===== config.mk =====
export PLATFORM = sky130hd
export DESIGN_NAME = rx_cut_through_writer
export DESIGN_NICKNAME = d
export VERILOG_FILES = /design/src/rtl/rxw_pkg.sv /design/src/rtl/rxw_crc.sv /design/src/rtl/rxw_lencount.sv /design/src/rtl/rxw_packer.sv /design/src/rtl/rx_cut_through_writer.sv
export SDC_FILE = /design/constraint.sdc
export NUM_CORES = 1
export LEC_CHECK = 0
export ABC_AREA = 1
export BUFFER_PORTS_ARGS = -buffer_cell sky130_fd_sc_hd__buf_2
export CORE_AREA = 2 2 181 183
export DETAILED_ROUTE_END_ITERATION = 10
export DIE_AREA = 0 0 183 185
export HOLD_SLACK_MARGIN = 0.1
export REMOVE_ABC_BUFFERS = 1
export SLEW_MARGIN = 20
export SYNTH_ARGS = -nofsm -noshare
export SYNTH_HDL_FRONTEND = slang
export SYNTH_SLANG_ARGS = --single-unit
export TNS_END_PERCENT = 50

===== constraint.sdc =====
create_clock -name clk -period 3 [get_ports clk]
set_input_delay 0.15 -clock clk [delete_from_list [all_inputs] [get_ports clk]]
set_output_delay 0.15 -clock clk [all_outputs]
set_load 0.03 [all_outputs]

===== src/rtl/rxw_pkg.sv =====
package rxw_pkg;

    localparam int          NIB_W       = 4;
    localparam int          WORD_W      = 32;
    localparam int          NIBS_PER_WD = WORD_W / NIB_W;
    localparam logic [3:0]  SFD_NIB     = 4'hD;
    localparam logic [31:0] CRC_PRESET  = 32'hFFFF_FFFF;
    localparam logic [31:0] CRC_POLY_R  = 32'hEDB8_8320;
    localparam logic [31:0] CRC_RESIDUE = 32'hC704_DD7B;

    typedef enum logic [1:0] {
        RX_IDLE,
        RX_PRE,
        RX_BODY
    } rx_state_e;

    typedef struct packed {
        logic             vld;
        logic [NIB_W-1:0] nib;
    } nib_beat_t;

    // Advance a reflected CRC-32 register by one nibble, LSB first.
    function automatic logic [31:0] crc_step_nib(input logic [31:0] c, input logic [3:0] n);
        logic [31:0] r;
        logic        fb;
        r = c;
        for (int i = 0; i < 4; i++) begin
            fb = r[0] ^ n[i];
            r  = r >> 1;
            if (fb) r = r ^ CRC_POLY_R;
        end
        return r;
    endfunction

    function automatic logic [31:0] bitrev32(input logic [31:0] v);
        logic [31:0] r;
        for (int i = 0; i < 32; i++) r[i] = v[31-i];
        return r;
    endfunction

endpackage


===== src/rtl/rxw_crc.sv =====
module rxw_crc
    import rxw_pkg::*;
(
    input  logic      clk,
    input  logic      rst,
    input  nib_beat_t beat,
    input  logic      reload,
    output logic      residue_ok
);
    logic [31:0] crc_q;

    always_ff @(posedge clk) begin
        if (rst || reload) crc_q <= CRC_PRESET;
        else if (beat.vld) crc_q <= crc_step_nib(crc_q, beat.nib);
    end

    assign residue_ok = (bitrev32(crc_q) == CRC_RESIDUE);
endmodule


===== src/rtl/rxw_lencount.sv =====
module rxw_lencount
    import rxw_pkg::*;
#(
    parameter int MIN_BYTES = 64,
    parameter int MAX_BYTES = 1518,
    parameter int NW        = 13
) (
    input  logic          clk,
    input  logic          rst,
    input  nib_beat_t     beat,
    input  logic          clear,
    output logic [NW-2:0] bytes,
    output logic          len_ok
);
    localparam int          LW    = NW - 1;
    localparam logic [LW-1:0] MIN_L = LW'(MIN_BYTES);
    localparam logic [LW-1:0] MAX_L = LW'(MAX_BYTES);

    logic [NW-1:0] nib_cnt;

    always_ff @(posedge clk) begin
        if (rst || clear) nib_cnt <= '0;
        else if (beat.vld && nib_cnt != '1) nib_cnt <= nib_cnt + 1'b1;
    end

    assign bytes  = nib_cnt[NW-1:1];
    assign len_ok = (bytes >= MIN_L) && (bytes <= MAX_L);
endmodule


===== src/rtl/rxw_packer.sv =====
module rxw_packer
    import rxw_pkg::*;
(
    input  logic              clk,
    input  logic              rst,
    input  nib_beat_t         beat,
    input  logic              flush,
    output logic              emit,
    output logic [WORD_W-1:0] word
);
    localparam int          CW   = $clog2(NIBS_PER_WD);
    localparam logic [CW-1:0] LAST = CW'(NIBS_PER_WD - 1);

    logic [WORD_W-1:0] sh_q;
    logic [CW-1:0]     cnt_q;
    logic [WORD_W-1:0] placed;

    assign placed = sh_q | (WORD_W'(beat.nib) << (NIB_W * cnt_q));
    assign emit   = (beat.vld && cnt_q == LAST) || (flush && cnt_q != '0);
    assign word   = beat.vld ? placed : sh_q;

    always_ff @(posedge clk) begin
        if (rst) begin
            sh_q  <= '0;
            cnt_q <= '0;
        end else if (beat.vld) begin
            if (cnt_q == LAST) begin
                sh_q  <= '0;
                cnt_q <= '0;
            end else begin
                sh_q  <= placed;
                cnt_q <= cnt_q + 1'b1;
            end
        end else if (flush) begin
            sh_q  <= '0;
            cnt_q <= '0;
        end
    end
endmodule


===== src/rtl/rx_cut_through_writer.sv =====
module rx_cut_through_writer
    import rxw_pkg::*;
#(
    parameter int AW        = 10,
    parameter int MIN_BYTES = 64,
    parameter int MAX_BYTES = 1518,
    parameter int NW        = $clog2(2 * MAX_BYTES + 1) + 1,
    parameter int LW        = NW - 1
) (
    input  logic              clk,
    input  logic              rst,
    input  logic              rx_dv,
    input  logic [3:0]        rx_d,
    output logic              wr_en,
    output logic [AW-1:0]     wr_addr,
    output logic [WORD_W-1:0] wr_data,
    output logic [AW-1:0]     commit_ptr,
    output logic              stat_valid,
    output logic [LW-1:0]     stat_bytes,
    output logic              frame_err
);
    rx_state_e         state_q, state_d;
    nib_beat_t         beat;
    logic              frame_end;
    logic              crc_ok, len_ok, emit;
    logic [WORD_W-1:0] word;
    logic [LW-1:0]     bytes;
    logic [AW-1:0]     wr_ptr_q, ptr_adv;

    assign beat.vld  = (state_q == RX_BODY) && rx_dv;
    assign beat.nib  = rx_d;
    assign frame_end = (state_q == RX_BODY) && !rx_dv;
    assign ptr_adv   = wr_ptr_q + AW'(emit);

    always_comb begin
        state_d = state_q;
        unique case (state_q)
            RX_IDLE: if (rx_dv) state_d = (rx_d == SFD_NIB) ? RX_BODY : RX_PRE;
            RX_PRE:  if (!rx_dv) state_d = RX_IDLE;
                     else if (rx_d == SFD_NIB) state_d = RX_BODY;
            RX_BODY: if (!rx_dv) state_d = RX_IDLE;
            default: state_d = RX_IDLE;
        endcase
    end

    rxw_crc u_crc (
        .clk        (clk),
        .rst        (rst),
        .beat       (beat),
        .reload     (frame_end),
        .residue_ok (crc_ok)
    );

    rxw_lencount #(.MIN_BYTES(MIN_BYTES), .MAX_BYTES(MAX_BYTES), .NW(NW)) u_len (
        .clk    (clk),
        .rst    (rst),
        .beat   (beat),
        .clear  (frame_end),
        .bytes  (bytes),
        .len_ok (len_ok)
    );

    rxw_packer u_pack (
        .clk   (clk),
        .rst   (rst),
        .beat  (beat),
        .flush (frame_end),
        .emit  (emit),
        .word  (word)
    );

    always_ff @(posedge clk) begin
        if (rst) begin
            state_q    <= RX_IDLE;
            wr_ptr_q   <= '0;
            commit_ptr <= '0;
            wr_en      <= 1'b0;
            wr_addr    <= '0;
            wr_data    <= '0;
            stat_valid <= 1'b0;
            stat_bytes <= '0;
            frame_err  <= 1'b0;
        end else begin
            state_q    <= state_d;
            wr_en      <= emit;
            stat_valid <= 1'b0;
            frame_err  <= 1'b0;
            if (emit) begin
                wr_addr <= wr_ptr_q;
                wr_data <= word;
            end
            if (frame_end) begin
                if (crc_ok && len_ok) begin
                    wr_ptr_q   <= ptr_adv;
                    commit_ptr <= ptr_adv;
                    stat_valid <= 1'b1;
                    stat_bytes <= bytes;
                end else begin
                    wr_ptr_q  <= commit_ptr;
                    frame_err <= 1'b1;
                end
            end else if (emit) begin
                wr_ptr_q <= ptr_adv;
            end
        end
    end
endmodule


==> results.toml, run 1 <==
[drt]
wl_per_cell_um = 13.2
avgViaCountPerCell = 4.59
wirelength_um = 19600
route.detailed.drc = 0
first_pass_iters = 5
ant_nets = 0
drt_iter0_drc = 514
vias = 6802

[timing]
finalClockSkew_ns = 0.0143
max_freq_mhz = 403
worst_slew_pin_slew_ns = 0.925
fin_crit_ns = 2.48
rsz0062_at_grt = "no"
drv_slew = 0
hold_violations = 0
setup_ws_ns = 0.520
finalCritPeriodShare = 0.827
setup_viol_count_final = 0
hold_slack_ns = 0.185
slew_headroom = 0.383

[floorplanning]
die_h_um = 185
dieArea_um2 = 33900
io_pins = 74
start_util = 0.235
fp.dieW_um = 183
rows = 66
coreArea_um2 = 32000

[worst_setup_path]
worst_setup_path_start_kind = "flip-flop"
cp.arrival_ns = 2.80
worstPathMaxFanout = 17
cp.required_ns = 3.32
r2r_setup_slack_ns = 0.52
r2r_start = "u_pack.cnt_q[2]"
r2r-end = "wr_ptr_q[8]"
r2r_cells = 17
end_kind = "flip-flop"
critical_path_class = "flip-flop to flip-flop"

[clocking]
cts.path.max_buffers = 2
h-tree-depth = 4
cts_setup_buffers = 0
clock_tree.root_cell = "clkbuf_16"
cts_tree = "done"
clk-insertion-delay-late_ns = 0.43
clkTransAtPathRegs_ns = 0.07
cts_sinks = 159
cts_inserted_buffers = 17

[layout]
area_growth_pct = 17.2
post-route-cell-area_um2 = 8830
nNetsFinal = 1073
drive_gt1_frac = 0.168
final_core_util = 0.276

[synth]
synthesis.instances = 1007
async_reset_ff_frac = 0
ys_types = 43
synth_top_area_share = 0.422
syn-cell-area_um2 = 7540
yosysTopAreaCell = "dfxtp_1"
synth-seq-area-share = 0.422
syn_area_per_cell_um2 = 7.49
ys.flop_type = "dfxtp_1"
ys_ff_latch = 159
ys_top_cells_by_area = "dfxtp_1 (42%), a21oi_1 (8.6%), nand2_1 (7.4%), o21ai_0 (5.0%), inv_1 (5.0%)"
synth_warnings = 0
synth_edf_count = 0

[power]
ir_drop_v = 0.000321
pwr_density_cell_nw_per_um2 = 499
p_leak_nw = 3.74

[hold_path]
min_to = "u_pack.sh_q[24]"
holdPathStages = 5
hold_class = "input port to flip-flop"
worstHoldStart = "rx_d[0]"

[outcome]
status = "finished clean"

[placement]
hpwl_um = 13100
finalWeightedCongestion = 0.860
dp_slack_ns = 0.542
placed_area_um2 = 8230
io_buffers = 73

[global_routing]
grt_pass1_wl_um = 32500
grt_max_degree = 85
grt_overflow = 0
grt_pass1_vias = 6435
grt_antenna_before_repair = 2
grt.total_usage = 0.118

[flow_run]
drv_cap = 0
worst max-delay path, stage by stage, from the launching register on:
cell,delay [ns]
dfxtp_1,0.36
buf_4,0.21
clkinv_1,0.08
buf_4,0.20
nand2_1,0.09
a21oi_2,0.08
inv_2,0.06
ha_1,0.16
ha_1,0.18
nand2_1,0.08
nor3_1,0.34
nand2_1,0.10
nand2_1,0.07
nand2_1,0.06
a21oi_1,0.13
nand3_1,0.09
nand2_1,0.06
inv_1,0.03
cell usage after synthesis (all sizes together) (16+ instances only):
master  count
a21oi     141
nand4      16
nor2       98
xor2       19
nand3      49
clkbuf     21
inv       112
nor3       27
a211oi     16
buf        40
nand2     157
o21ai      78
dfxtp     159
layout make-up:
cell class,instances,area [um^2]
inverter,113,424
tap,408,510
clock buffer,17,425
clock inverter,15,146
timing repair buffer,95,551
antenna,1,2.50
multi-input combinational,674,3590
fill,3472,23200
sequential,159,3180
flip-flops by register name, indices dropped and copies added, names as in the netlist:
signal and flops:
commit_ptr 10, frame_err 1, stat_bytes 12, stat_valid 1, state_q 2, u_crc.crc_q 32, u_len.nib_cnt 13, u_pack.cnt_q 3
u_pack.sh_q 32, wr_addr 10, wr_data 32, wr_en 1, wr_ptr_q 10
stage by stage:
step           cells  power (mW)  setup TNS, ns
6_report        1482        4.41              0
5_1_grt         1482        4.57              0
4_1_cts         1481        4.46              0
3_5_place_dp    1446        2.33              0
3_3_place_gp    1446        2.32              0
2_1_floorplan    946        2.26          -5.45
cell families after synthesis:
kind of cell,share of synthesized area
flops,0.422
xor+xnor,0.0302
fa+ha+maj,0.00996
compound gates,0.223
simple gates,0.213
buf+inv,0.102
per-layer routing:
metal  up-vias  GRT usage  part of all wire
met5         -          0           0.00056
met4         2     0.0365             0.011
met3        12     0.0291             0.053
met2       147      0.189              0.44
met1      3162      0.157              0.50
li1       3479          -                 -
cells in the final DEF (no fill, tap or decap), types with 2 or more instances in the layout:
cell type / instances
nand3_2: 2
inv_8: 6
inv_1: 101
a21oi_1: 130
nand2_4: 3
dlygate4sd3_1: 3
a211oi_1: 7
nand3_1: 46
inv_2: 11
xor2_1: 19
buf_4: 18
dfxtp_1: 159
inv_6: 4
nor4_1: 6
o21bai_1: 11
xnor2_1: 2
o21ai_0: 76
a21oi_2: 11
nand2_2: 5
or2_2: 4
o221ai_1: 9
a211oi_2: 9
buf_2: 73
clkbuf_16: 17
clkinvlp_4: 3
nand4_1: 15
ha_1: 6
nor2_2: 5
o21ai_1: 2
o211ai_1: 13
nor2_4: 2
nor3_1: 27
nand2_1: 149
nor2_1: 91
a31oi_1: 13
a21o_1: 3
worst max path at each step:
| stage | from | endpoint | slack [ns] | depth (start not counted) |
|---|---|---|---|---|
| final | u_pack.cnt_q[2] | wr_ptr_q[8] | 0.52 | 17 |
| after global routing | u_pack.cnt_q[0] | wr_ptr_q[6] | 0.17 | 17 |
| after CTS | u_pack.cnt_q[0] | wr_ptr_q[8] | 0.52 | 17 |
| after detailed placement | u_pack.cnt_q[2] | wr_ptr_q[8] | 0.54 | 17 |
| after global placement | u_pack.cnt_q[2] | wr_ptr_q[6] | 0.60 | 17 |
| after floorplan | state_q[1] | wr_ptr_q[8] | -0.59 | 17 |
timing repair:
item	in CTS	in global routing
hold endpoints to repair	2	0
resized for setup	0	0
hold buffers	3	0
report_power, final:
group,total [mW],internal [mW],switching [mW]
logic,0.157,0.0426,0.114
registers,2.12,2.12,0.00647
clock network,2.13,1.11,1.02
Power figures use the tool's default switching activity.
==> run 2, diff against run 1 <==
ABC_AREA = 0   (was 1)
CORE_AREA = 2 2 173 175   (was 2 2 181 183)
DIE_AREA = 0 0 175 177   (was 0 0 183 185)
clock period = 2.4 ns   (was 3 ns; I/O delays follow)
==> results.toml, run 2 <==
[outcome]
status = "complete, but fails checks"
violations = "setup timing"

[worst_setup_path]
critPathSlowestCell = "dfxtp_1"
r2r_setup_slack_ns = -0.02
cp.arrival_ns = 2.74
end_kind = "flip-flop"
worst_setup_path_start_kind = "flip-flop"
slowest_delay_ns = 0.33
worstPathMaxFanout = 3
cp.required_ns = 2.71
critical_path_class = "flip-flop to flip-flop"
crit_chain = "ha_1 > ha_2 > inv_1 > a21oi_2 > nand2_2 > inv_2 > ha_4 > ha_2 > nand3_2 > buf_6 > o31ai_2 > a21boi_0 > a311oi_1 > a21oi_1"
crit_top_cell = "ha_2"

[floorplanning]
io_pins = 74
fp.dieW_um = 175
die_h_um = 177
start_util = 0.236
rows = 63
coreArea_um2 = 29200
dieArea_um2 = 31000

[timing]
hold_violations = 0
drv_slew = 0
finalCritPeriodShare = 1.01
setup_tns_ns = -0.0231
fin_crit_ns = 2.42
setup_ws_ns = -0.0231
rsz0062_at_grt = "yes"
max_freq_mhz = 413
setup_viol_count_final = 1
hold_slack_ns = 0.145
worst_slew_pin_slew_ns = 0.684
finalClockSkew_ns = 0.0130
slew_headroom = 0.544

[layout]
drive_gt1_frac = 0.213
multiInputGateArea_um2 = 3470
layout_commonest_cell = "dfxtp_1"
top_regs = "u_crc.crc_q (32), u_pack.sh_q (32), wr_data (32)"
layoutNonFillerInstCount = 1255
final_core_util = 0.291
antenna_cells = 0
regArea_um2 = 3180
final_cell_mix = "dfxtp_1 (158), nor2_1 (103), buf_2 (72), nor3_1 (53)"
area_growth_pct = 23.7
post-route-cell-area_um2 = 8520
nNetsFinal = 865
fillCellCount = 3102

[drt]
wl_per_cell_um = 14.9
avgViaCountPerCell = 4.78
vias = 5996
first_pass_iters = 5
route.detailed.drc = 0
ant_nets = 0
wirelength_um = 18700
drt_iter0_drc = 482

[global_routing]
grt_use_met1 = 0.174
grt_pass1_wl_um = 30900
grt_antenna_before_repair = 1
grt_max_degree = 49
grt_pass1_vias = 5716
grt_overflow = 0
grt.busiest_layer = "met2"
grt_util_met2 = 0.188
use_met3 = 0.0316
grt.total_usage = 0.123

[synth]
synth-seq-area-share = 0.462
ys_top_cells_by_count = "dfxtp_1 (159), nor2_1 (104), nor3_1 (54)"
synth_warnings = 0
yosys.area_share.simple = 0.219
ys_ff_latch = 159
synthesis.instances = 783
synthMuxAreaShare = 0.00145
ys_types = 60
ys_top_cells_by_area = "dfxtp_1 (46%), nor2_1 (5.7%), xnor2_1 (4.1%), nor3_1 (3.9%), a22oi_1 (3.7%)"
synth_top_area_share = 0.462
synth_edf_count = 0
async_reset_ff_frac = 0
synthAdderAreaFrac = 0.0109
yosysTopAreaCell = "dfxtp_1"
syn-cell-area_um2 = 6890
synth_xor_area_frac = 0.0732
yosysMostFrequentCell = "dfxtp_1"
ys.flop_type = "dfxtp_1"
syn_area_per_cell_um2 = 8.80
synth-compound-area-share = 0.190
synth_top_family_by_area = "simple AND/OR/NAND/NOR gates"

[clocking]
cts_sinks = 159
h-tree-depth = 4
cts_hold_buf = 0
cts_inserted_buffers = 17
cts_tree = "done"
clock_tree.root_cell = "clkbuf_16"
cts.path.max_buffers = 2
clkTransAtPathRegs_ns = 0.07
clk-insertion-delay-late_ns = 0.44

[hold_path]
hold_class = "input port to flip-flop"

[power]
power_mw = 5.64
ir_drop_v = 0.000484
pwr_density_cell_nw_per_um2 = 661
p_leak_nw = 3.13

[flow_run]
drv_cap = 0

[placement]
dpl.cell_count = 1219
hpwl_um = 12200
finalWeightedCongestion = 0.798
dp_slack_ns = -0.120
io_buffers = 73
placed_area_um2 = 7830
[run 2: worst paths after layout]
kind                                 startpoint         endpoint  cells past startpoint
worst max-delay path            u_pack.cnt_q[1]      wr_ptr_q[6]                     14
worst min-delay path                        rst  u_pack.sh_q[13]                      2
worst max register to register  u_pack.cnt_q[1]      wr_ptr_q[6]                     14
worst min register to register   stat_bytes[11]   stat_bytes[11]                      2
[run 2: critical path, delay by kind of cell (launching register included)]
kind,cells,cell delay [ns]
adder cells (fa/ha/maj),4,0.66
AND/OR/NAND/NOR,2,0.17
AO/OA/AOI/OAI,5,0.85
buffers and inverters,3,0.30
flip-flops,1,0.33
[run 2: logic make-up (layout without fill, tap and decap cells)]
kind of cell | after synthesis | in the layout
compound gates | 187 | 187
fa+ha+maj | 6 | 6
flops | 159 | 159
simple gates | 309 | 309
mux | 1 | 1
buf+inv | 72 | 154
xor+xnor | 49 | 49
[run 2: power by group]
group	switching [mW]	internal (mW)
Clock	1.26	1.49
Combinational	0.146	0.0890
Sequential	0.00645	2.64
Total	1.41	4.22
[run 2: layer usage]
| metal | vias to the layer above | share of wire |
|---|---|---|
| met3 | 12 | 0.048 |
| met4 | 2 | 0.0061 |
| met5 | - | 0.00069 |
| li1 | 2964 | - |
| met2 | 140 | 0.44 |
| met1 | 2878 | 0.50 |
[run 2: repair_timing]
action                                  in CTS  in global routing
gates resized for setup                      6                  9
pin swaps                                    1                  8
endpoints found under the setup margin       5                 11
buffers inserted                             0                  4
hold endpoints to repair                     0                  0
[run 2: area by class of cell]
| class | instances | share of cell area |
|---|---|---|
| inverter | 5 | 0.00220 |
| tap | 390 | 0.0572 |
| multi-input combinational | 552 | 0.407 |
| clock buffer | 17 | 0.0499 |
| clock inverter | 15 | 0.0201 |
| timing repair buffer | 117 | 0.0897 |
| sequential | 159 | 0.374 |
